## src/rtl/usart_ctl_pkg.sv

```systemverilog
package usart_ctl_pkg;

  typedef enum logic {
    ST_WAIT_MODE = 1'b0,
    ST_RUN       = 1'b1
  } seq_state_t;

  // Mode word field positions (bit 7 first)
  typedef struct packed {
    logic [1:0] stop;
    logic       even;
    logic       par_en;
    logic [1:0] len;
    logic [1:0] factor;
  } mode_t;

  // Stored command controls
  typedef struct packed {
    logic rts;
    logic dtr;
    logic rxen;
    logic txen;
  } ctl_t;

  typedef struct packed {
    logic wr_ctl;
    logic rd_ctl;
    logic wr_dat;
    logic rd_dat;
  } acc_t;

  localparam int CMD_TXEN = 0;
  localparam int CMD_DTR  = 1;
  localparam int CMD_RXEN = 2;
  localparam int CMD_ECLR = 4;
  localparam int CMD_RTS  = 5;
  localparam int CMD_IRST = 6;

  function automatic logic [6:0] factor_to_div(input logic [1:0] f);
    case (f)
      2'b01:   factor_to_div = 7'd1;
      2'b10:   factor_to_div = 7'd16;
      2'b11:   factor_to_div = 7'd64;
      default: factor_to_div = 7'd0;
    endcase
  endfunction

  function automatic logic [2:0] stop_to_halves(input logic [1:0] s);
    case (s)
      2'b10:   stop_to_halves = 3'd3;
      2'b11:   stop_to_halves = 3'd4;
      default: stop_to_halves = 3'd2;
    endcase
  endfunction

endpackage

```

## src/rtl/usart_bus_decode.sv

```systemverilog
module usart_bus_decode
  import usart_ctl_pkg::*;
(
  input  logic sel,
  input  logic wr_en,
  input  logic rd_en,
  input  logic ctl_sel,
  output acc_t acc
);

  logic wr_hit;
  logic rd_hit;

  // A write takes priority; a read coinciding with a write is dropped
  assign wr_hit = sel & wr_en;
  assign rd_hit = sel & rd_en & ~wr_en;

  always_comb begin
    acc        = '0;
    acc.wr_ctl = wr_hit & ctl_sel;
    acc.wr_dat = wr_hit & ~ctl_sel;
    acc.rd_ctl = rd_hit & ctl_sel;
    acc.rd_dat = rd_hit & ~ctl_sel;
  end

endmodule

```

## src/rtl/usart_cfg_fsm.sv

```systemverilog
module usart_cfg_fsm
  import usart_ctl_pkg::*;
#(
  parameter int DW = 8
) (
  input  logic          clk,
  input  logic          rst_n,
  input  logic          wr_ctl,
  input  logic [DW-1:0] wdata,
  output seq_state_t    state,
  output mode_t         mode,
  output ctl_t          ctl,
  output logic          eclr_pulse
);

  localparam int MW = $bits(mode_t);

  seq_state_t st_q, st_d;
  mode_t      mode_q, mode_d;
  ctl_t       ctl_q, ctl_d;
  logic       eclr_q, eclr_d;
  logic       mode_en, ctl_en;
  logic       mode_ok;

  assign mode_ok = (wdata[1:0] != 2'b00);

  // Next-state logic
  always_comb begin
    st_d    = st_q;
    mode_d  = mode_q;
    ctl_d   = ctl_q;
    eclr_d  = 1'b0;
    mode_en = 1'b0;
    ctl_en  = 1'b0;
    if (wr_ctl) begin
      if (st_q == ST_WAIT_MODE) begin
        if (mode_ok) begin
          mode_d  = mode_t'(wdata[MW-1:0]);
          mode_en = 1'b1;
          st_d    = ST_RUN;
        end
      end else if (wdata[CMD_IRST]) begin
        st_d   = ST_WAIT_MODE;
        ctl_d  = '0;
        ctl_en = 1'b1;
      end else begin
        ctl_d.txen = wdata[CMD_TXEN];
        ctl_d.dtr  = wdata[CMD_DTR];
        ctl_d.rxen = wdata[CMD_RXEN];
        ctl_d.rts  = wdata[CMD_RTS];
        ctl_en     = 1'b1;
        eclr_d     = wdata[CMD_ECLR];
      end
    end
  end

  // State and configuration registers
  always_ff @(posedge clk or negedge rst_n) begin
    if (!rst_n) begin
      st_q   <= ST_WAIT_MODE;
      mode_q <= '0;
      ctl_q  <= '0;
      eclr_q <= 1'b0;
    end else begin
      st_q   <= st_d;
      eclr_q <= eclr_d;
      if (mode_en) mode_q <= mode_d;
      if (ctl_en)  ctl_q  <= ctl_d;
    end
  end

  assign state      = st_q;
  assign mode       = mode_q;
  assign ctl        = ctl_q;
  assign eclr_pulse = eclr_q;

endmodule

```

## src/rtl/usart_rd_port.sv

```systemverilog
module usart_rd_port
  import usart_ctl_pkg::*;
#(
  parameter int DW = 8
) (
  input  logic          clk,
  input  logic          rst_n,
  input  acc_t          acc,
  input  logic [DW-1:0] status,
  input  logic [DW-1:0] rx_byte,
  output logic [DW-1:0] rdata,
  output logic          rx_take
);

  logic [DW-1:0] rd_q, rd_d;
  logic          rd_en_q;
  logic          take_q;

  assign rd_en_q = acc.rd_ctl | acc.rd_dat;

  always_comb begin
    rd_d = rd_q;
    if (acc.rd_ctl)      rd_d = status;
    else if (acc.rd_dat) rd_d = rx_byte;
  end

  always_ff @(posedge clk or negedge rst_n) begin
    if (!rst_n) begin
      rd_q   <= '0;
      take_q <= 1'b0;
    end else begin
      take_q <= acc.rd_dat;
      if (rd_en_q) rd_q <= rd_d;
    end
  end

  assign rdata   = rd_q;
  assign rx_take = take_q;

endmodule

```

## src/rtl/usart_tx_port.sv

```systemverilog
module usart_tx_port
  import usart_ctl_pkg::*;
#(
  parameter int DW = 8
) (
  input  logic          clk,
  input  logic          rst_n,
  input  logic          wr_dat,
  input  logic          configured,
  input  logic [DW-1:0] wdata,
  output logic          tx_load,
  output logic [DW-1:0] tx_data
);

  logic          ld_d, ld_q;
  logic [DW-1:0] dat_q;

  assign ld_d = wr_dat & configured;

  always_ff @(posedge clk or negedge rst_n) begin
    if (!rst_n) begin
      ld_q  <= 1'b0;
      dat_q <= '0;
    end else begin
      ld_q <= ld_d;
      if (ld_d) dat_q <= wdata;
    end
  end

  assign tx_load = ld_q;
  assign tx_data = dat_q;

endmodule

```

## src/rtl/usart_ctl_seq.sv

```systemverilog
module usart_ctl_seq
  import usart_ctl_pkg::*;
#(
  parameter int DW = 8
) (
  input  logic          clk,
  input  logic          rst_n,
  input  logic          sel,
  input  logic          wr_en,
  input  logic          rd_en,
  input  logic          ctl_sel,
  input  logic [DW-1:0] wdata,
  output logic [DW-1:0] rdata,
  input  logic          tx_hold_empty,
  input  logic          tx_shift_empty,
  input  logic          rx_full,
  input  logic          parity_err,
  input  logic          overrun_err,
  input  logic          framing_err,
  input  logic          dsr,
  input  logic [DW-1:0] rx_byte,
  output logic          tx_load,
  output logic [DW-1:0] tx_data,
  output logic          rx_take,
  output logic          err_clear,
  output logic          cfg_valid,
  output logic [6:0]    clk_div,
  output logic [3:0]    char_bits,
  output logic          parity_en,
  output logic          parity_even,
  output logic [2:0]    stop_halves,
  output logic          tx_enable,
  output logic          rx_enable,
  output logic          dtr_n,
  output logic          rts_n
);

  localparam int SW = 8;

  acc_t          acc;
  seq_state_t    state;
  mode_t         mode;
  ctl_t          ctl;
  logic [SW-1:0] stat8;
  logic [DW-1:0] status;

  usart_bus_decode u_dec (
    .sel     (sel),
    .wr_en   (wr_en),
    .rd_en   (rd_en),
    .ctl_sel (ctl_sel),
    .acc     (acc)
  );

  usart_cfg_fsm #(.DW(DW)) u_fsm (
    .clk        (clk),
    .rst_n      (rst_n),
    .wr_ctl     (acc.wr_ctl),
    .wdata      (wdata),
    .state      (state),
    .mode       (mode),
    .ctl        (ctl),
    .eclr_pulse (err_clear)
  );

  assign cfg_valid = (state == ST_RUN);

  // Status byte assembly; upper bits padded when DW exceeds 8
  assign stat8 = {dsr, 1'b0, framing_err, overrun_err, parity_err,
                  tx_shift_empty, rx_full, tx_hold_empty};

  generate
    if (DW > SW) begin : g_wide
      assign status = {{(DW-SW){1'b0}}, stat8};
    end else begin : g_narrow
      assign status = stat8[DW-1:0];
    end
  endgenerate

  usart_rd_port #(.DW(DW)) u_rd (
    .clk     (clk),
    .rst_n   (rst_n),
    .acc     (acc),
    .status  (status),
    .rx_byte (rx_byte),
    .rdata   (rdata),
    .rx_take (rx_take)
  );

  usart_tx_port #(.DW(DW)) u_tx (
    .clk        (clk),
    .rst_n      (rst_n),
    .wr_dat     (acc.wr_dat),
    .configured (cfg_valid),
    .wdata      (wdata),
    .tx_load    (tx_load),
    .tx_data    (tx_data)
  );

  // Field decode toward the serial datapaths
  assign clk_div     = factor_to_div(mode.factor);
  assign char_bits   = 4'd5 + {2'b00, mode.len};
  assign parity_en   = mode.par_en;
  assign parity_even = mode.par_en & mode.even;
  assign stop_halves = stop_to_halves(mode.stop);

  assign tx_enable = ctl.txen;
  assign rx_enable = ctl.rxen;
  assign dtr_n     = ~ctl.dtr;
  assign rts_n     = ~ctl.rts;

endmodule

```

## config.mk

```make
export PLATFORM = sky130hd
export DESIGN_NAME = usart_ctl_seq
export DESIGN_NICKNAME = d
export VERILOG_FILES = /design/src/rtl/usart_ctl_pkg.sv /design/src/rtl/usart_bus_decode.sv /design/src/rtl/usart_cfg_fsm.sv /design/src/rtl/usart_rd_port.sv /design/src/rtl/usart_tx_port.sv /design/src/rtl/usart_ctl_seq.sv
export SDC_FILE = /design/constraint.sdc
export NUM_CORES = 1
export LEC_CHECK = 0
export BUFFER_PORTS_ARGS = -buffer_cell sky130_fd_sc_hd__buf_2
export CORE_UTILIZATION = 48
export CTS_CLUSTER_DIAMETER = 80
export DETAILED_ROUTE_END_ITERATION = 7
export GPL_ROUTABILITY_DRIVEN = 0
export PLACE_DENSITY_LB_ADDON = 0.25
export SLEW_MARGIN = 20
export SYNTH_ARGS = -nofsm -noshare
export SYNTH_HDL_FRONTEND = slang
export SYNTH_SLANG_ARGS = --single-unit
```

## constraint.sdc

```tcl
create_clock -name clk -period 3.73 [get_ports clk]
set_clock_uncertainty 0.15 [all_clocks]
set_input_delay 0.5595 -clock clk [delete_from_list [all_inputs] [get_ports clk]]
set_output_delay 0.5595 -clock clk [all_outputs]
set_load 0.05 [all_outputs]
```

==> summary.md, run 1 <==
| Metric | Value |
|---|---|
| Simple-Gate Fraction of Synth Area | 0.137 |
| Number of clock sinks | 32 |
| Die Span Y | 55.8 um |
| Clock latency on the worst-skew pair | 0.32 ns |
| Worst Max-Slew Pin Slew | 0.685 ns |
| Most common cell in the netlist | dfrtp_1 |
| Status | finished, final reports clean |
| Post-Syn Area | 1390 sq um |
| PortBufs | 64 |
| # DRC | 0 |
| Req. time, crit path | 3.02 ns |
| Commonest cells in the netlist | 32 x dfrtp_1, 16 x mux2_2, 12 x nand2_1, 12 x o21ai_0, 7 x mux2i_1 |
| CP Class | reg2out |
| Crit path arrival time | 1.26 ns |
| Fin crit period | 1.97 ns |
| Synth area leader | dfrtp_1 |
| Area grow syn2layout | 28.1% |
| FF+latch count, synth | 32 |
| I/O pin total | 69 |
| Initial antenna violation count | 0 |
| Final non-filler cell total | 214 |
| Power per cell area | 850 nW/um^2 |
| Design area | 1780 sq um |
| Die area | 3110 sq um |
| Core ar. | 2760 sq um |
| Synth top area cells | dfrtp_1 58%, mux2_2 13%, mux2i_1 5.0%, o21ai_0 4.3%, nand2_1 3.2% |
| Total grt overflow | 0 |
| Max Slew Vio Count | 0 |
| Fin nets | 212 |
| TritonCTS clock tree | built |
| Synth Area in XOR/XNOR | 0 |
| Clock transition at path regs | 0.10 ns |
| Via count | 1076 |
| Number of hold buffers added after CTS | 0 |
| Core Rows | 19 |
| Crit end category | output port |
| Largest family of logic cells by synthesized area | multiplexers |
| FF-to-FF Start | u_fsm.state |
| DRT Pass-1 Iters | 4 |
| Placed Instance Area | 1720 sq um |
| Post-CTS resize count | 0 |
| Static Leak | 0.000948 uW |
| Syn Inst Count | 114 |
| Hold crit path type | in2async |
| Max H-tree Level | 2 |
| Gr usage total | 0.192 |
| Die width | 55.8 um |
| Post-synthesis cell type count | 22 |
| Vias in the first global route | 1016 |
| Proportion of synthesized area in mux cells | 0.180 |
| Ant. Diodes | 0 |
| Layout Utilization | 0.645 |
| Max VDD drop | 0.000739 V |
| EDFF count, synth | 0 |
| Top_reg_cell synth | dfrtp_1 |
| Placed Cells | 206 |
| Adder-cell share of the synthesized area | 0.00902 |
| Mapped Avg Cell Area | 12.2 sq um |
| Wirelength, routed | 2.66 mm |
| Post-CTS Setup Bufs | 0 |
| CTS root buf | clkbuf_4 |
| Post-route ant nets | 0 |
| Post-synth ARST share | 1.00 |
| Mean routed wirelength per cell | 12.4 um |
| Sum of negative setup slack | 0 ns |
| FMAX | 0.508 GHz |
| DR iter-0 viols | 20 |
| Sequential share of the synthesized area | 0.577 |
| Starting Density | 0.503 |
| Final hold vios | 0 |
| Compound-Gate Fraction of Synth Area | 0.0496 |
| RSZ-0062 raised after global routing | false |
| Crit path launch | u_fsm.mode[2] |
| Max-cap viol count | 0 |
| Via density | 5.03 |
| FILL cells | 241 |
| CP startpoint kind | register |
| Setup violators final | 0 |
| Top-area cell type share of the netlist area | 0.577 |
| Pin count of the biggest net entering global routing | 33 |
| YS warnings | 0 |
| Fin crit share | 0.528 |
| Global-route wire length before repair | 4.51 mm |
| Clk buf depth | 2 |
| Slew headroom | 0.543 |
| Total CTS buffers | 5 |
| Post-DP HPWL | 1.99 mm |
| Share of cells above drive strength 1 | 0.492 |
| CP Max Fanout | 3 |
cells by family after synthesis:
family	count (synthesis)
DFF	32
adders and majority gates	1
and+or+nand+nor	32
other	1
AOI/OAI and AO/OA	13
buffers and inverters	12
muxes	23
where the power goes:
group | switching, uW | internal (uW) | leakage, uW
Combinational | 596 | 193 | 0.000518
Sequential | 64.8 | 455 | 0.000398
Clock | 108 | 92.9 | 0.0000326
Total | 769 | 742 | 0.000948
layout make-up:
class / count / area [sq um] / share of cell area
clock buffers: 8 / 58.8 / 0.0331
inverters: 6 / 22.5 / 0.0127
multi-input cells: 73 / 537 / 0.302
flip-flops and latches: 32 / 801 / 0.450
well taps: 31 / 38.8 / 0.0218
repair buffers: 64 / 320 / 0.180
worst paths after layout:
check                              endpoint  slack, ns  cells past startpoint
setup / recovery               char_bits[1]       1.76                      2
hold / removal              u_tx.tx_data[7]       0.12                      1
setup reg to reg              u_fsm.mode[1]       2.20                      2
hold reg to reg               u_rd.rdata[0]       0.33                      2
max in group asynchronous  u_fsm.eclr_pulse       2.86                      1
min in group clk            u_tx.tx_data[7]       0.32                      2
routing by layer:
layer | up-vias | track usage | wire length [um]
met5 | - | 0 | 0
met4 | 0 | 0.0750 | 31
met3 | 6 | 0.0651 | 164
met2 | 39 | 0.329 | 1300
met1 | 517 | 0.221 | 1160
li1 | 514 | - | -
per-stage QoR:
stage	hold WS, ns	worst slack, ns	power [uW]
4_1_cts	0.123	1.74	1520
6_report	0.116	1.76	1510
5_1_grt	0.155	1.68	1580
3_5_place_dp	0.322	1.66	1320
2_1_floorplan	0.114	1.85	1150
3_3_place_gp	0.310	1.73	1310
flip-flops by register name (all words and copies together) (netlist names):
register and flops:
u_fsm.mode 8, u_rd.rdata 8, u_fsm.eclr_pulse 1, u_tx.tx_load 1
u_rd.rx_take 1, u_fsm.state 1, u_fsm.ctl 4, u_tx.tx_data 8
critical path, stage by stage, from the launching register on:
cell and delay [ns]:
dfrtp_1 0.41, ha_1 0.28, buf_2 0.25
cell usage in the layout, fill, tap and decap left out, types with 3 or more instances in the layout:
cell      instances
o21ai_0          12
nor2b_1           3
nand2b_1          5
inv_1             6
buf_2            64
clkbuf_4          5
dfrtp_1          32
conb_1            4
and2_1            3
mux2_2           16
mux2i_1           7
nand2_1          12
No activity file was read; power rests on OpenSTA's default activity.
==> run 2, diff against run 1 <==
--- a/config.mk
+++ b/config.mk
@@ -6,7 +6,7 @@
 export NUM_CORES = 1
 export LEC_CHECK = 0
 export BUFFER_PORTS_ARGS = -buffer_cell sky130_fd_sc_hd__buf_2
-export CORE_UTILIZATION = 48
+export CORE_UTILIZATION = 45
 export CTS_CLUSTER_DIAMETER = 80
 export DETAILED_ROUTE_END_ITERATION = 7
 export GPL_ROUTABILITY_DRIVEN = 0
==> constraint.sdc (replaced) <==
create_clock -name clk -period 1.9 [get_ports clk]
set_clock_uncertainty 0.15 [all_clocks]
set_input_delay 0.285 -clock clk [delete_from_list [all_inputs] [get_ports clk]]
set_output_delay 0.285 -clock clk [all_outputs]
set_load 0.05 [all_outputs]
==> run 2 against run 1 <==
Compared with the run above:
- the run now ends with DRC left
- sequential power increased by 96%
- die area rose by 6.4%
- final area grew 1.7%
- final cell count rose by 1.4%
- highest routed layer unchanged
- largest cell class unchanged
- via count shrank 2.5%
- flip-flop and latch count unchanged
- register-to-register slack got worse by 1.8 ns
- sequential share of layout area is 0.75 points lower
==> summary.md, run 2 (synthesis gave the netlist of run 1 again) <==
| Metric | Value |
|---|---|
| Register area | 801 sq um |
| I/O pin total | 69 |
| Die area | 3310 sq um |
| Sum of negative setup slack | 0 ns |
| Failing checks | DRC |
| Crit path arrival time | 1.82 ns |
| Fin crit period | 1.75 ns |
| GR peak layer | met2 |
| Wirelength, routed | 2.76 mm |
| Die width | 57.5 um |
| Post-route ant nets | 0 |
| Placed Instance Area | 1730 sq um |
| Ant. Diodes | 0 |
| CP Class | in2reg |
| Crit-path cells | dlygate4sd3_1, buf_2, nand3_2, nor3_4, mux2_2 |
| FMAX | 0.570 GHz |
| Pin count of the biggest net entering global routing | 33 |
| Total grt overflow | 0 |
| Post-DP HPWL | 2.04 mm |
| FILL cells | 244 |
| Slew headroom | 0.537 |
| Clock transition at path regs | 0.10 ns |
| Crit end category | register |
| Worst hold endpoint | u_tx.tx_data[7] |
| Worst Max-Slew Pin Slew | 0.694 ns |
| Number of clock sinks | 32 |
| FF-to-FF Start | u_fsm.state |
| Max Slew Vio Count | 0 |
| DR iter-0 viols | 37 |
| Global-route wire length before repair | 4.46 mm |
| Fin crit share | 0.923 |
| Delay-heaviest family, CP | buffers and inverters |
| GR Util met1 | 0.211 |
| Mean routed wirelength per cell | 12.7 um |
| Placed Cells | 207 |
| Critical Path Max Stage Delay | 0.52 ns |
| FF-to-FF setup slack | 0.37 ns |
| Worst flop-to-flop path endpoint | u_fsm.mode[5] |
| Final hold vios | 0 |
| Hold crit path type | in2reg |
| Gr usage total | 0.184 |
| Vias in the first global route | 1035 |
| DRT Pass-1 Iters | 6 |
| Via density | 4.83 |
| Total CTS buffers | 5 |
| Fin nets | 215 |
| RSZ-0062 raised after global routing | false |
| Clock latency on the worst-skew pair | 0.32 ns |
| Max H-tree Level | 2 |
| Worst hold start | wdata[7] |
| Setup violators final | 0 |
| Static Leak | 0.000967 uW |
| # DRC | 3 |
| Status | finished with violations |
| Core ar. | 2830 sq um |
| Via count | 1049 |
| Commonest non-fill, non-tap cell in the layout | buf_2 |
| Max-cap viol count | 0 |
| Slowest cell on crit path | dlygate4sd3_1 |
| Met3 Track Usage GR | 0.0476 |
| Area grow syn2layout | 30.3% |
| Req. time, crit path | 1.97 ns |
| Hold path depth | 2 |
| Initial antenna violation count | 0 |
| Footprint of the multi-input gates | 537 sq um |
| PortBufs | 64 |
| Buffers plus inverters on the worst setup path | 2 |
| Core Rows | 19 |
| Power consumption | 2990 uW |
| Max VDD drop | 0.00115 V |
| CP startpoint kind | primary input |
| Starting Density | 0.490 |
| Share of cells above drive strength 1 | 0.500 |
| Final non-filler cell total | 217 |
| CTS root buf | clkbuf_4 |
| Reg2reg path depth | 2 |
| Power per cell area | 1650 nW/um^2 |
| TritonCTS clock tree | built |
| Die Span Y | 57.5 um |
| Most frequent cells in the layout | 64 x buf_2, 32 x dfrtp_1, 16 x mux2_2, 12 x nand2_1, 12 x o21ai_0 |
| CP Max Fanout | 9 |
| Design area | 1810 sq um |
| Clk buf depth | 2 |
| Met2 Use GR | 0.322 |
==> run 2: report_power, final <==
part | leakage [uW] | total (uW) | switching [uW] | internal (uW)
combinational | 0.000531 | 1560 | 1180 | 384
clock | 0.0000380 | 403 | 227 | 176
sequential | 0.000398 | 1020 | 127 | 894
==> run 2: area by class of cell <==
class                           count  share of cell area
Timing Repair Buffer               67               0.192
Clock buffer                        6              0.0284
Inverter                            6              0.0125
Tap cell                           31              0.0215
Clock inverter                      2             0.00554
Sequential cell                    32               0.443
Multi-Input combinational cell     73               0.297
==> run 2: worst max-delay path by stage <==
stage / startpoint / to / slack (ns) / depth (start not counted)
floorplan: u_fsm.state / u_fsm.mode[0] / 0.24 / 2
global placement: sel / u_fsm.mode[0] / 0.35 / 4
detailed placement: sel / u_fsm.mode[5] / 0.29 / 4
CTS: u_fsm.mode[2] / char_bits[1] / 0.18 / 2
global route: ctl_sel / u_fsm.ctl[0] / 0.08 / 6
finish: ctl_sel / u_fsm.mode[5] / 0.15 / 5
==> run 2: per-stage QoR <==
stage	hold slack, ns	setup WS, ns	utilization
after CTS	0.00238	0.176	0.636
after detailed placement	0.227	0.288	0.610
final	0.0545	0.147	0.639
after floorplan	-0.161	0.237	-
after global routing	0.0361	0.0819	0.639
after global placement	0.213	0.346	0.610
==> run 2: timing repair <==
item                      CTS  global route
buffers inserted            0             0
hold endpoints to repair   32             1
hold buffers                1             1
gates resized for setup     0             0
==> run 2: worst register-to-register path, delay by kind of cell (launching register included) <==
family / cells / cell delay [ns]
flops: 1 / 0.45
mux: 1 / 0.39
simple gates: 1 / 0.44
==> run 2: layer usage <==
layer,vias up,wire length (um)
li1,516,-
met1,496,1140
met2,32,1440
met3,5,128
met4,0,50
met5,-,0
